==> config.mk <==
export PLATFORM = sky130hd
export DESIGN_NAME = imp_sweep_seq
export DESIGN_NICKNAME = d
export VERILOG_FILES = /design/src/rtl/swp_pkg.sv /design/src/rtl/swp_field.sv /design/src/rtl/swp_regs.sv /design/src/rtl/swp_cmd_dec.sv /design/src/rtl/swp_settle.sv /design/src/rtl/imp_sweep_seq.sv
export SDC_FILE = /design/constraint.sdc
export NUM_CORES = 1
export LEC_CHECK = 0
export BUFFER_PORTS_ARGS = -buffer_cell sky130_fd_sc_hd__buf_4
export CAP_MARGIN = 20
export CORE_MARGIN = 2
export CORE_UTILIZATION = 55
export DETAILED_ROUTE_END_ITERATION = 8
export MAX_ROUTING_LAYER = met4
export PLACE_DENSITY = 0.79
export SKIP_CTS_REPAIR_TIMING = 1
export SLEW_MARGIN = 0
export SYNTH_ARGS = -nofsm -noshare
export SYNTH_HDL_FRONTEND = slang
export SYNTH_SLANG_ARGS = --single-unit
==> constraint.sdc <==
create_clock -name clk -period 2.8 [get_ports clk]
set_clock_uncertainty 0.05 [all_clocks]
set_input_delay 0.42 -clock clk [delete_from_list [all_inputs] [get_ports clk]]
set_output_delay 0.42 -clock clk [all_outputs]
set_load 0.02 [all_outputs]
==> src/rtl/swp_pkg.sv <==
// Shared types and register addresses for the impedance sweep sequencer.
// Assumes byte-wide register writes on an 8-bit address space.
package swp_pkg;

    typedef enum logic [2:0] {
        MD_STANDBY = 3'd0,
        MD_INIT    = 3'd1,
        MD_SETTLE  = 3'd2,
        MD_MEASURE = 3'd3,
        MD_HOLD    = 3'd4,
        MD_DONE    = 3'd5
    } mode_e;

    typedef enum logic [2:0] {
        CMD_NOP,
        CMD_INIT,
        CMD_SWEEP,
        CMD_INCR,
        CMD_REPEAT,
        CMD_STANDBY
    } cmd_e;

    localparam logic [3:0] CODE_INIT    = 4'h1;
    localparam logic [3:0] CODE_SWEEP   = 4'h2;
    localparam logic [3:0] CODE_INCR    = 4'h3;
    localparam logic [3:0] CODE_REPEAT  = 4'h4;
    localparam logic [3:0] CODE_STANDBY = 4'hB;

    localparam logic [7:0] ADDR_CTRL   = 8'h80;
    localparam logic [7:0] ADDR_START  = 8'h82;
    localparam logic [7:0] ADDR_INCR   = 8'h85;
    localparam logic [7:0] ADDR_NPTS   = 8'h88;
    localparam logic [7:0] ADDR_SETTLE = 8'h8A;

endpackage

==> src/rtl/swp_field.sv <==
// One multi-byte register written one byte at a time.
// The most significant byte sits at BASE, the following bytes at BASE+1 and up.
// Assumes W is at most 8 times the number of byte addresses reserved for it.
module swp_field #(
    parameter int         W    = 24,
    parameter logic [7:0] BASE = 8'h82
) (
    input  logic         clk,
    input  logic         rst_n,
    input  logic         wr_en,
    input  logic [7:0]   wr_addr,
    input  logic [7:0]   wr_data,
    output wire  [W-1:0] value
);
    localparam int NB = (W + 7) / 8;

    for (genvar b = 0; b < NB; b++) begin : g_byte
        localparam int         LO   = b * 8;
        localparam int         HI   = (LO + 7 < W) ? LO + 7 : W - 1;
        localparam logic [7:0] ADDR = BASE + 8'(NB - 1 - b);

        logic [HI-LO:0] byte_q;

        // Capture this byte when its own address is written.
        always_ff @(posedge clk) begin
            if (!rst_n)
                byte_q <= '0;
            else if (wr_en && wr_addr == ADDR)
                byte_q <= wr_data[HI-LO:0];
        end

        assign value[HI:LO] = byte_q;
    end
endmodule

==> src/rtl/swp_regs.sv <==
// Parameter register bank: start frequency, increment, point count, settle count.
// Assumes the address windows in swp_pkg do not overlap for the chosen widths.
module swp_regs import swp_pkg::*; #(
    parameter int FREQ_W = 24,
    parameter int PTS_W  = 16,
    parameter int SETL_W = 16
) (
    input  logic              clk,
    input  logic              rst_n,
    input  logic              wr_en,
    input  logic [7:0]        wr_addr,
    input  logic [7:0]        wr_data,
    output logic [FREQ_W-1:0] start_f,
    output logic [FREQ_W-1:0] inc_f,
    output logic [PTS_W-1:0]  npts,
    output logic [SETL_W-1:0] nsettle
);
    swp_field #(.W(FREQ_W), .BASE(ADDR_START)) u_start (
        .clk(clk), .rst_n(rst_n), .wr_en(wr_en), .wr_addr(wr_addr),
        .wr_data(wr_data), .value(start_f));

    swp_field #(.W(FREQ_W), .BASE(ADDR_INCR)) u_incr (
        .clk(clk), .rst_n(rst_n), .wr_en(wr_en), .wr_addr(wr_addr),
        .wr_data(wr_data), .value(inc_f));

    swp_field #(.W(PTS_W), .BASE(ADDR_NPTS)) u_npts (
        .clk(clk), .rst_n(rst_n), .wr_en(wr_en), .wr_addr(wr_addr),
        .wr_data(wr_data), .value(npts));

    swp_field #(.W(SETL_W), .BASE(ADDR_SETTLE)) u_settle (
        .clk(clk), .rst_n(rst_n), .wr_en(wr_en), .wr_addr(wr_addr),
        .wr_data(wr_data), .value(nsettle));
endmodule

==> src/rtl/swp_cmd_dec.sv <==
// Control register decoder. A write to the control address yields a one-cycle
// command strobe and latches the output-range and receive-gain selects.
// Assumes the command code sits in the top nibble of the control high byte.
module swp_cmd_dec import swp_pkg::*; (
    input  logic       clk,
    input  logic       rst_n,
    input  logic       wr_en,
    input  logic [7:0] wr_addr,
    input  logic [3:0] cmd_nib,
    input  logic [2:0] sel_bits,
    output logic       cmd_vld,
    output cmd_e       cmd,
    output logic [1:0] range_sel,
    output logic       rx_gain5
);
    assign cmd_vld = wr_en && (wr_addr == ADDR_CTRL);

    // Map the raw code to a command; unknown codes become no-operation.
    always_comb begin
        case (cmd_nib)
            CODE_INIT:    cmd = CMD_INIT;
            CODE_SWEEP:   cmd = CMD_SWEEP;
            CODE_INCR:    cmd = CMD_INCR;
            CODE_REPEAT:  cmd = CMD_REPEAT;
            CODE_STANDBY: cmd = CMD_STANDBY;
            default:      cmd = CMD_NOP;
        endcase
    end

    // Latch the range and gain selects on every control write.
    always_ff @(posedge clk) begin
        if (!rst_n) begin
            range_sel <= 2'b00;
            rx_gain5  <= 1'b0;
        end else if (cmd_vld) begin
            range_sel <= sel_bits[2:1];
            rx_gain5  <= sel_bits[0];
        end
    end


    sel_latch_chk: assert property (@(posedge clk) disable iff (!rst_n)
        cmd_vld |=> (range_sel == $past(sel_bits[2:1]) && rx_gain5 == $past(sel_bits[0])));
endmodule

==> src/rtl/swp_settle.sv <==
// Settling counter: counts excitation periods while active and reports when
// the programmed count is reached. Restart clears it for a new point.
// Assumes one tick per excitation period, at most one per clock.
module swp_settle #(
    parameter int W = 16
) (
    input  logic         clk,
    input  logic         rst_n,
    input  logic         restart,
    input  logic         active,
    input  logic         tick,
    input  logic [W-1:0] limit,
    output logic         reached
);
    localparam logic [W-1:0] ONE = {{(W-1){1'b0}}, 1'b1};

    logic [W-1:0] cnt_q;

    assign reached = active && (cnt_q >= limit);

    // Clear on a new point, otherwise count ticks until the limit is met.
    always_ff @(posedge clk) begin
        if (!rst_n)
            cnt_q <= '0;
        else if (restart)
            cnt_q <= '0;
        else if (active && tick && !reached)
            cnt_q <= cnt_q + ONE;
    end


    settle_restart_chk: assert property (@(posedge clk) disable iff (!rst_n)
        restart |=> (cnt_q == '0));


    settle_idle_chk: assert property (@(posedge clk) disable iff (!rst_n)
        (!restart && !tick) |=> $stable(cnt_q));
endmodule

==> src/rtl/imp_sweep_seq.sv <==
// Impedance sweep mode sequencer. Accepts control commands, steps the
// excitation frequency, gates each measurement by a settling count of
// excitation periods, and reports per-point and whole-sweep completion.
// Assumes meas_done arrives only after meas_start; a command written in the
// same cycle as a settle or measurement event takes priority over it.
module imp_sweep_seq import swp_pkg::*; #(
    parameter int FREQ_W = 24,
    parameter int PTS_W  = 16,
    parameter int SETL_W = 16
) (
    input  logic              clk,
    input  logic              rst_n,
    input  logic              wr_en,
    input  logic [7:0]        wr_addr,
    input  logic [7:0]        wr_data,
    input  logic              exc_tick,
    input  logic              meas_done,
    output logic [2:0]        mode,
    output logic              exc_en,
    output logic              sig_gnd,
    output logic              meas_start,
    output logic [FREQ_W-1:0] freq_word,
    output logic [1:0]        range_sel,
    output logic              rx_gain5,
    output logic              data_valid,
    output logic              sweep_done,
    output logic              cmd_err
);
    localparam logic [PTS_W:0] PT_ONE = {{PTS_W{1'b0}}, 1'b1};

    logic [FREQ_W-1:0] start_f, inc_f;
    logic [PTS_W-1:0]  npts;
    logic [SETL_W-1:0] nsettle;
    logic              cmd_vld;
    cmd_e              cmd;
    logic              reached;
    logic              restart;

    mode_e             mode_q, mode_n;
    logic [FREQ_W-1:0] freq_q, freq_n;
    logic [PTS_W-1:0]  idx_q, idx_n;
    logic              ms_q, ms_n;
    logic              dv_q, dv_n;
    logic              sd_q, sd_n;
    logic              err_q, err_n;
    logic [PTS_W:0]    pts_measured;
    logic              last_pt;

    swp_regs #(.FREQ_W(FREQ_W), .PTS_W(PTS_W), .SETL_W(SETL_W)) u_regs (
        .clk(clk), .rst_n(rst_n), .wr_en(wr_en), .wr_addr(wr_addr),
        .wr_data(wr_data), .start_f(start_f), .inc_f(inc_f),
        .npts(npts), .nsettle(nsettle));

    swp_cmd_dec u_dec (
        .clk(clk), .rst_n(rst_n), .wr_en(wr_en), .wr_addr(wr_addr),
        .cmd_nib(wr_data[7:4]), .sel_bits(wr_data[2:0]),
        .cmd_vld(cmd_vld), .cmd(cmd), .range_sel(range_sel), .rx_gain5(rx_gain5));

    swp_settle #(.W(SETL_W)) u_settle (
        .clk(clk), .rst_n(rst_n), .restart(restart),
        .active(mode_q == MD_SETTLE), .tick(exc_tick),
        .limit(nsettle), .reached(reached));

    assign pts_measured = {1'b0, idx_q} + PT_ONE;
    assign last_pt      = pts_measured >= {1'b0, npts};

    // Next-state logic: commands first, then settle and measurement events.
    always_comb begin
        mode_n  = mode_q;
        freq_n  = freq_q;
        idx_n   = idx_q;
        ms_n    = 1'b0;
        dv_n    = dv_q;
        sd_n    = sd_q;
        err_n   = 1'b0;
        restart = 1'b0;
        if (cmd_vld) begin
            case (cmd)
                CMD_STANDBY: begin
                    mode_n = MD_STANDBY;
                    dv_n   = 1'b0;
                    sd_n   = 1'b0;
                end
                CMD_INIT: begin
                    if (mode_q == MD_STANDBY) begin
                        mode_n = MD_INIT;
                        freq_n = start_f;
                    end else begin
                        err_n = 1'b1;
                    end
                end
                CMD_SWEEP: begin
                    if (mode_q == MD_STANDBY || mode_q == MD_INIT) begin
                        mode_n  = MD_SETTLE;
                        freq_n  = start_f;
                        idx_n   = '0;
                        restart = 1'b1;
                        dv_n    = 1'b0;
                        sd_n    = 1'b0;
                    end else begin
                        err_n = 1'b1;
                    end
                end
                CMD_INCR: begin
                    if (mode_q == MD_HOLD) begin
                        mode_n  = MD_SETTLE;
                        freq_n  = freq_q + inc_f;
                        idx_n   = pts_measured[PTS_W-1:0];
                        restart = 1'b1;
                        dv_n    = 1'b0;
                    end else begin
                        err_n = 1'b1;
                    end
                end
                CMD_REPEAT: begin
                    if (mode_q == MD_HOLD || mode_q == MD_DONE) begin
                        mode_n  = MD_SETTLE;
                        restart = 1'b1;
                        dv_n    = 1'b0;
                        sd_n    = 1'b0;
                    end else begin
                        err_n = 1'b1;
                    end
                end
                default: ;
            endcase
        end else begin
            case (mode_q)
                MD_SETTLE: begin
                    if (reached) begin
                        mode_n = MD_MEASURE;
                        ms_n   = 1'b1;
                    end
                end
                MD_MEASURE: begin
                    if (meas_done) begin
                        dv_n = 1'b1;
                        if (last_pt) begin
                            mode_n = MD_DONE;
                            sd_n   = 1'b1;
                        end else begin
                            mode_n = MD_HOLD;
                        end
                    end
                end
                default: ;
            endcase
        end
    end

    // State and output registers.
    always_ff @(posedge clk) begin
        if (!rst_n) begin
            mode_q <= MD_STANDBY;
            freq_q <= '0;
            idx_q  <= '0;
            ms_q   <= 1'b0;
            dv_q   <= 1'b0;
            sd_q   <= 1'b0;
            err_q  <= 1'b0;
        end else begin
            mode_q <= mode_n;
            freq_q <= freq_n;
            idx_q  <= idx_n;
            ms_q   <= ms_n;
            dv_q   <= dv_n;
            sd_q   <= sd_n;
            err_q  <= err_n;
        end
    end

    assign mode       = mode_q;
    assign sig_gnd    = (mode_q == MD_STANDBY);
    assign exc_en     = (mode_q != MD_STANDBY);
    assign meas_start = ms_q;
    assign freq_word  = freq_q;
    assign data_valid = dv_q;
    assign sweep_done = sd_q;
    assign cmd_err    = err_q;


    standby_clear_chk: assert property (@(posedge clk) disable iff (!rst_n)
        (cmd_vld && cmd == CMD_STANDBY) |=> (mode_q == MD_STANDBY && !dv_q && !sd_q && !ms_q));


    init_nomeas_chk: assert property (@(posedge clk) disable iff (!rst_n)
        (mode_q == MD_INIT) |-> !ms_q);


    sweep_reject_chk: assert property (@(posedge clk) disable iff (!rst_n)
        (cmd_vld && cmd == CMD_SWEEP && mode_q != MD_STANDBY && mode_q != MD_INIT)
        |=> (err_q && $stable(mode_q) && $stable(freq_q)));


    meas_from_settle_chk: assert property (@(posedge clk) disable iff (!rst_n)
        ms_q |-> (mode_q == MD_MEASURE && $past(mode_q) == MD_SETTLE));


    meas_pulse_chk: assert property (@(posedge clk) disable iff (!rst_n)
        ms_q |=> !ms_q);


    valid_rise_chk: assert property (@(posedge clk) disable iff (!rst_n)
        $rose(dv_q) |-> ($past(meas_done) && $past(mode_q) == MD_MEASURE));


    done_mode_chk: assert property (@(posedge clk) disable iff (!rst_n)
        sd_q |-> (mode_q == MD_DONE));


    freq_hold_chk: assert property (@(posedge clk) disable iff (!rst_n)
        !cmd_vld |=> $stable(freq_q));
endmodule

### Word-level counts from Yosys, hierarchy flattened

Cells that the tools add are included.

| storage, ports and cells | value |
|---|---|
| flip-flop bits (word level) | 146 |
| input bits | 21 |

| cells by class | value |
|---|---|
| bitwise operators | 2 |
| multiplexer cells | 41 |
| order comparisons | 2 |
| equality and inequality tests | 38 |
| reduce and logical (&&, ||, !) cells | 33 |
| add/subtract/negate cells | 3 |

Operators by type and width:

| kind | number |
|---|---|
| 8-bit equality test, second input constant | 11 |
| 24-bit two-way mux | 3 |
| 24-bit case mux with 3 select lines | 1 |
| 16-bit two-way mux | 2 |
| 16-bit case mux with 2 select lines | 1 |
| 3-bit case mux with 5 select lines | 2 |
| 24-bit adder | 1 |
| 3-bit two-way mux | 7 |
| 1-bit two-way mux | 20 |
| 3-bit != test, second input constant | 6 |
| 16-bit by 1-bit adder with 17-bit output, second input constant | 1 |
| 17-bit by 16-bit greater-or-equal comparator with 1-bit output | 1 |
| 16-bit by 1-bit adder with 16-bit output, second input constant | 1 |
| 16-bit greater-or-equal comparator | 1 |
| 1-bit logical AND | 14 |
| 3-bit by 2-bit equality test with 1-bit output, second input constant | 4 |
| 3-bit equality test, second input constant | 4 |
| 6-bit AND reduction | 2 |
| 3-bit nonzero test | 3 |
| 4-bit by 2-bit equality test with 1-bit output, second input constant | 2 |
| 1-bit case mux with 4 select lines | 2 |
| 8-bit AND reduction | 1 |
| 2-bit nonzero test | 4 |
| 3-bit by 1-bit equality test with 1-bit output, second input constant | 2 |
| 18 further kinds | 23 |

### Logic depth before layout (Yosys ltp)

Gate-level depths: netlist (run 1).

| logic depth | value |
|---|---|
| depth after elaboration | 6 |
| mapped depth | 14 |
| gate-level depth less buffers | 14 |

### By module

A second synthesis (run 1) with hierarchy kept.

| second synthesis, totals | value |
|---|---|
| cell total of the unflattened synthesis | 1,050 |
| area total of the unflattened synthesis | 8,882.3 um^2 |

Modules (own cells, without submodules):

| module | cells an instance | seq. area each (um^2) | times used | area each (um^2) |
|---|---|---|---|---|
| imp_sweep_seq | 564 | 940.9 | 1 | 4,242.8 |
| swp_field (u_regs.u_incr ...) | 92 | 480.5 | 2 | 948.4 |
| swp_settle | 154 | 320.3 | 1 | 1,273.7 |
| swp_field (u_regs.u_settle) | 63 | 320.3 | 1 | 641.9 |
| swp_field (u_regs.u_npts) | 63 | 320.3 | 1 | 639.4 |
| swp_cmd_dec | 22 | 60.1 | 1 | 187.7 |

### Worst setup path after synthesis (run 1)

No wires, ideal clock.

| timing | value |
|---|---|
| kind | register to register |
| start | register idx_q[0] |
| end | register mode_q[0], in the netlist mode[0] |
| setup slack | -0.233 ns |
| arrival | 2.845 ns |
| clock period less this slack | 3.033 ns |
| cell stages (with the launch flop) | 15 |
| cell sequence | dfxtp_1 ha_1 and3_1 nand3_1 nor3_2 nand3_1 xnor2_1 ha_1 nand4_1 nor2_1 a221oi_1 a31oi_1 a311o_1 o21ai_0 a221oi_1 |

| between the ends | value |
|---|---|
| longest elaborated chain between the ends | 6 |

Ends and longest elaborated chain:

| element | RTL line | text |
|---|---|---|
| from (decl) | imp_sweep_seq.sv:41 | `logic [PTS_W-1:0] idx_q, idx_n;` |
| from (signal assigned) | imp_sweep_seq.sv:164 | `idx_q <= idx_n;` |
| 16-bit by 1-bit adder with 17-bit output | imp_sweep_seq.sv:64 | `assign pts_measured = {1'b0, idx_q} + PT_ONE;` |
| 17-bit by 16-bit greater-or-equal comparator with 1-bit output | imp_sweep_seq.sv:65 | `assign last_pt = pts_measured >= {1'b0, npts};` |
| 1-bit two-way mux | imp_sweep_seq.sv:138 | `if (last_pt) begin` |
| 3-bit two-way mux | imp_sweep_seq.sv:136 | `if (meas_done) begin` |
| 3-bit case mux with 2 select lines | imp_sweep_seq.sv:128 | `case (mode_q)` |
| 3-bit two-way mux | imp_sweep_seq.sv:77 | `if (cmd_vld) begin` |
| to (signal assigned) | imp_sweep_seq.sv:162 | `mode_q <= mode_n;` |
| to (decl) | imp_sweep_seq.sv:39 | `mode_e mode_q, mode_n;` |

Every way passes these cells. The select of a mux whose other input is x is not followed.
A chain may end at the register's enable or synchronous reset.

### Final worst setup path (run 1)

| timing | value |
|---|---|
| start | register idx_q[1] |
| end | register mode_q[0], in the netlist mode[0] |

Same word-level chain as after synthesis.

==> results.cfg, run 1 <==
[synth]
syn_area_um2 = 8350
synth_cell_types = 66
syn_inst = 1019
syn_avg_cell_area_um2 = 8.19
ys_seq_area_share_pct = 35.0
synth_nets = 1098
synth_ff_type = dfxtp_1
synth_edf_count = 0
yosysWarningCount = 0
ys_ff_latch = 146
async_flop_share_pct = 0

[sta]
fmax_mhz = 333
finalWorstSetupSlack_ns = -0.206
maxSlewViolCount = 0
setup-violations-final = 2
rsz0062_at_grt = yes
min_period_over_period_pct = 107
max-slew-margin-rel_pct = 58.7
hold_slack_ns = 0.295
worstMarginPinSlew_ns = 0.619
min_period_ns = 3.01
hold_viol_final = 0

[min_path]
hp-class = primary input to flop

[clock_network]
clk_latency_ns = 0.43
root_buffer = clkbuf_16
clkTransAtPathRegs_ns = 0.06
clock_path_buffers = 2
cts_buffers = 17
htree_levels = 4
clock-sinks = 146
cts_tree = yes

[floorplan]
ios = 57
core_area_um2 = 15000
start_util_pct = 55.5
die_y_um = 127
die_area_um2 = 16200
fp.dieW_um = 127
row_count = 45

[pwr]
p_leak_uw = 0.00418
ir_drop_v = 0.000432
cellPowerDensity_nw_per_um2 = 462
p_total_uw = 4650

[detailed_routing]
wl_met3_mm = 1.15
viasPerCell = 5.82
wire_per_inst_um = 17.0
vias = 7582
drt-total-wl_mm = 22.2
wl_met1_mm = 10.2
dr.first_iter.drc_count = 661
wl_met2_mm = 10.5
top_layer_used = met4
first_pass_iters = 7
ant_nets = 0
drc = 0

[global_routing]
grt_pass1_wl_mm = 35.4
first_global_vias = 7035
antenna_found_initial = 0
grt_max_degree = 48
grt_remaining_overflow = 0
grt_use_total_pct = 28.4

[placement]
gp_congestion = 0.902
dp_hpwl_mm = 15.3
dp_cells = 1258
dpl_cell_area_um2 = 9220
place.port_buffers = 56

[final_layout]
drive_gt1_share_pct = 17.6
layout_commonest_cell = nor2_1
area_growth_pct = 20.6
mostFrequentLayoutCells = nor2_1, dfxtp_1, buf_4
antenna_cells = 0
stdcell_area_um2 = 10100
fill_cells = 1247
stdcell_count = 1302
nets = 1180
final_util_pct = 66.9

[setup_path]
path_delay_family = simple AND/OR/NAND/NOR gates
crit_required_ns = 3.08
cp.arrival_ns = 3.29
cp-end-kind = flop
crit_chain = buf_6 > ha_4 > and3_4 > nand3_4 > nor3_4 > nand3_2 > xnor2_2 > ha_1 > nand4_1 > nor2_2 > o311ai_2 > a31oi_1 > a311o_1 > o21ai_1 > a221oi_1
slowest_stage = ha_1
cp_num_buf_inv = 1
critPathKind = flop to flop
crit_path_max_fanout = 3
cp-start-kind = flop
critical_path.max_stage_delay_ns = 0.35

[flow_run]
max-cap-violations = 0

[run_status]
failed_checks = negative setup slack
outcome = finished with violations
## cells in the mapped netlist, drive strengths merged (3+ instances only)
cell type  number  area share [%]
a2111oi         5            0.60
a211oi          9            0.87
a21o           17             1.5
a21oi          87             5.3
a221oi          4            0.42
a31oi           9            0.67
and2            5            0.37
and3           12            0.90
and4            5            0.52
buf            14            0.87
clkbuf         42             1.9
dfxtp         146              35
ha             57             8.5
inv            51             2.3
mux2i          79             9.5
nand2          75             3.4
nand2b         11            0.82
nand3          28             1.7
nand3b          7            0.63
nand4          13            0.97
nor2          155             7.2
nor2b           7            0.52
nor3           18             1.1
nor3b           3            0.27
o211ai         11            0.99
o21a            6            0.54
o21ai          47             2.8
o311ai          4            0.42
o31ai           3            0.27
or3            14             1.1
xnor2          28             2.9
xor2           17             1.8
## sequential cells by signal (all words and copies together) (netlist names), 2 cells and up
register                       count
u_regs.u_settle.g_byte.byte_q     16
u_regs.u_start.g_byte.byte_q      24
idx_q                             16
u_regs.u_npts.g_byte.byte_q       16
u_regs.u_incr.g_byte.byte_q       24
u_settle.cnt_q                    16
mode                               3
freq_word                         24
u_dec.range_sel                    2
## layout make-up
cell class                      instances  area (um^2)  area share (%)
Sequential cell                       146         2930            29.1
Tap cell                              188          235            2.34
Timing Repair Buffer                  119          927            9.22
Clock buffer                           18          439            4.37
Inverter                               51          193            1.92
Clock inverter                         14          179            1.78
Multi-Input combinational cell        766         5160            51.3
## power by group
| group | leakage, uW | internal [uW] | switching [uW] | total [uW] |
|---|---|---|---|---|
| combinational | 0.00269 | 60.4 | 127 | 187 |
| sequential | 0.00118 | 2080 | 2.51 | 2080 |
| clock | 0.000306 | 1440 | 941 | 2380 |
| total | 0.00418 | 3580 | 1070 | 4650 |
## layer usage
| layer | vias to the layer above | track usage [%] |
|---|---|---|
| met2 | 223 | 45.3 |
| met3 | 35 | 5.40 |
| met5 | - | - |
| met1 | 3584 | 37.3 |
| li1 | 3740 | - |
| met4 | 0 | 7.50 |
## through the flow
step	setup WS, ns	setup TNS (ns)
2_1_floorplan	0.00918	0
3_3_place_gp	-0.149	-0.250
3_5_place_dp	-0.227	-0.396
4_1_cts	-0.261	-0.463
5_1_grt	-0.402	-0.976
6_report	-0.206	-0.399
## tightest hold or removal path, cell delays in order
cell	delay, ns
buf_4	0.18
nand2_1	0.07
a21oi_1	0.05
## cells by family after synthesis
group / synth area share, %
flip-flops: 35.0
XOR/XNOR: 4.72
AO/OA/AOI/OAI: 16.8
adder cells (fa/ha/maj): 8.79
buffers and inverters: 5.05
multiplexers: 9.61
AND/OR/NAND/NOR: 20.0
## final timing paths
kind         slack (ns)                        start  cells past startpoint                         endpoint
min reg2reg        0.41  u_dec.rx_gain5$_SDFFE_PN0P_                      2      u_dec.rx_gain5$_SDFFE_PN0P_
max reg2reg       -0.21        idx_q[1]$_SDFFE_PN0P_                     15             mode[0]$_SDFFE_PN0P_
min                0.30                   wr_data[1]                      3  u_dec.range_sel[0]$_SDFFE_PN0P_
max               -0.21        idx_q[1]$_SDFFE_PN0P_                     15             mode[0]$_SDFFE_PN0P_
Note: power is estimated with default switching activity, not from simulation.
==> run 2, diff against run 1 <==
- CORE_MARGIN: 2 -> 3
- PLACE_DENSITY: 0.79 -> not set
- PLACE_DENSITY_LB_ADDON: not set -> 0.3
==> run 2 against run 1 <==
  * The run still ends with negative setup slack left
  * Global-route usage decreased by 0.63 points
  * Sequential power about the same
  * Die area increased by 3.2%
  * Cell count decreased by 1.0%
  * Utilization increased by 0.76 points
  * Hold slack improved by 0.014 ns
  * First-iteration DRC count decreased by 13%
  * Clock power increased by 3%
  * Worst setup slack improved by 0.12 ns
  * Critical path type unchanged
  * Critical endpoint unchanged
  * Largest cell class unchanged
==> results.cfg, run 2 (same netlist as run 1, synthesis figures left out) <==
[sta]
worstMarginPinSlew_ns = 0.716
rsz0062_at_grt = yes
setup-violations-final = 2
min_period_ns = 2.89
hold_viol_final = 0
finalWorstSetupSlack_ns = -0.0865
min_period_over_period_pct = 103
fmax_mhz = 346
maxSlewViolCount = 0
max-slew-margin-rel_pct = 52.2

[clock_network]
clock_path_buffers = 2
cts_buffers = 17
root_buffer = clkbuf_16
clkTransAtPathRegs_ns = 0.06
clk_latency_ns = 0.43
cts_tree = yes
clock-sinks = 146
htree_levels = 4

[setup_path]
crit_path_max_fanout = 3
critPathLaunch = idx_q[3]$_SDFFE_PN0P_
critPathKind = flop to flop
worstRegToRegCells = 13
cp-end-kind = flop
cp-start-kind = flop
r2r_start = idx_q[3]$_SDFFE_PN0P_
cp.arrival_ns = 3.16
crit_required_ns = 3.07

[global_routing]
grt_use_total_pct = 27.8
first_global_vias = 7130
antenna_found_initial = 0
grt_remaining_overflow = 0
grt_max_degree = 49
grt_pass1_wl_mm = 35.8

[final_layout]
mostFrequentLayoutCells = nor2_1, dfxtp_1, buf_4
layout_commonest_cell = nor2_1
area_growth_pct = 19.2
multi_input_area_um2 = 5100
antenna_cells = 0
drive_gt1_share_pct = 16.1
fill_cells = 1239
nets = 1174
final_util_pct = 67.7
stdcell_count = 1289
ff_latch_area_um2 = 2930

[run_status]
failed_checks = negative setup slack
outcome = finished with violations

[floorplan]
fp.dieW_um = 129
die_y_um = 129
ios = 57
start_util_pct = 56.8
die_area_um2 = 16700
core_area_um2 = 14700
row_count = 44

[min_path]
hold_depth = 3
hold_start = wr_data[1]
hp-class = primary input to flop

[pwr]
p_leak_uw = 0.00413
p_sw_share_pct = 21.1
p_comb_share_pct = 4.0
cellPowerDensity_nw_per_um2 = 475
cell_internal_pwr_uw = 3730
seq_power_share_pct = 44.0
p_clk_share_pct = 52.0
power.switching_uw = 1000
ir_drop_v = 0.000423

[detailed_routing]
vias = 7561
first_pass_iters = 5
viasPerCell = 5.87
drc = 0
ant_nets = 0
drt-total-wl_mm = 22.5
dr.first_iter.drc_count = 574
wire_per_inst_um = 17.5

[flow_run]
max-cap-violations = 0

[placement]
place.port_buffers = 56
dp_hpwl_mm = 15.5
gp_congestion = 0.939
dp_cells = 1256
==> run 2: changes by cell type in the layout (fill, tap and decap cells not counted), sizes merged <==
cell	previous run	this run
buf	118	113
bufinv	3	5
clkinv	8	5
clkinvlp	0	1
inv	54	50
==> run 2: final timing paths <==
path,slack (ns),endpoint
worst max-delay path,-0.09,mode[0]$_SDFFE_PN0P_
worst min-delay path,0.31,u_dec.range_sel[0]$_SDFFE_PN0P_
worst max register to register,-0.09,mode[0]$_SDFFE_PN0P_
worst min register to register,0.41,u_dec.rx_gain5$_SDFFE_PN0P_
==> run 2: layout make-up <==
type | count | share of cell area, %
repair buffers | 113 | 8.69
well taps | 184 | 2.31
multi-input cells | 766 | 51.3
flip-flops and latches | 146 | 29.4
clock buffers | 19 | 4.45
inverters | 51 | 1.94
clock inverters | 10 | 1.86
==> run 2: layer usage <==
layer,routed length [um],global-route usage (%),vias to the layer above,share of wire (%)
li1,-,-,3727,-
met1,10100,34.7,3602,45
met2,10900,45.5,200,49
met3,1110,5.36,32,4.9
met4,397,8.59,0,1.8
met5,0,-,-,0
==> run 2: critical path: stages, from the launching register on <==
cell and delay (ns):
dfxtp_1 0.32, nand2_1 0.08, or4_4 0.57, nor2_4 0.15, nand2_2 0.10, xnor2_2 0.16, ha_1 0.30, nand4_1 0.11
nor2_2 0.16, o311ai_1 0.13, a31oi_1 0.17, a311o_1 0.17, o21ai_1 0.08, a221oi_1 0.25
==> run 2: power groups by stage <==
| stage | logic, uW | registers, uW | clock network [uW] |
|---|---|---|---|
| global route | 202 | 2080 | 2570 |
| finish | 190 | 2080 | 2460 |
| floorplan | 104 | 2130 | 0 |
| detailed placement | 187 | 2130 | 0 |
| global placement | 184 | 2130 | 0 |
| CTS | 187 | 2080 | 2480 |
==> run 2: metrics by stage <==
stage	setup TNS [ns]	hold slack [ns]	total power, uW	cell area (um^2)	setup WS [ns]
6_report	-0.127	0.310	4730	9950	-0.0865
5_1_grt	-0.636	0.311	4850	9950	-0.296
4_1_cts	-0.481	0.304	4750	9840	-0.254
3_5_place_dp	-0.433	0.399	2310	9220	-0.243
3_3_place_gp	-0.155	0.397	2310	9220	-0.103
2_1_floorplan	0	0.396	2230	8380	0.00918
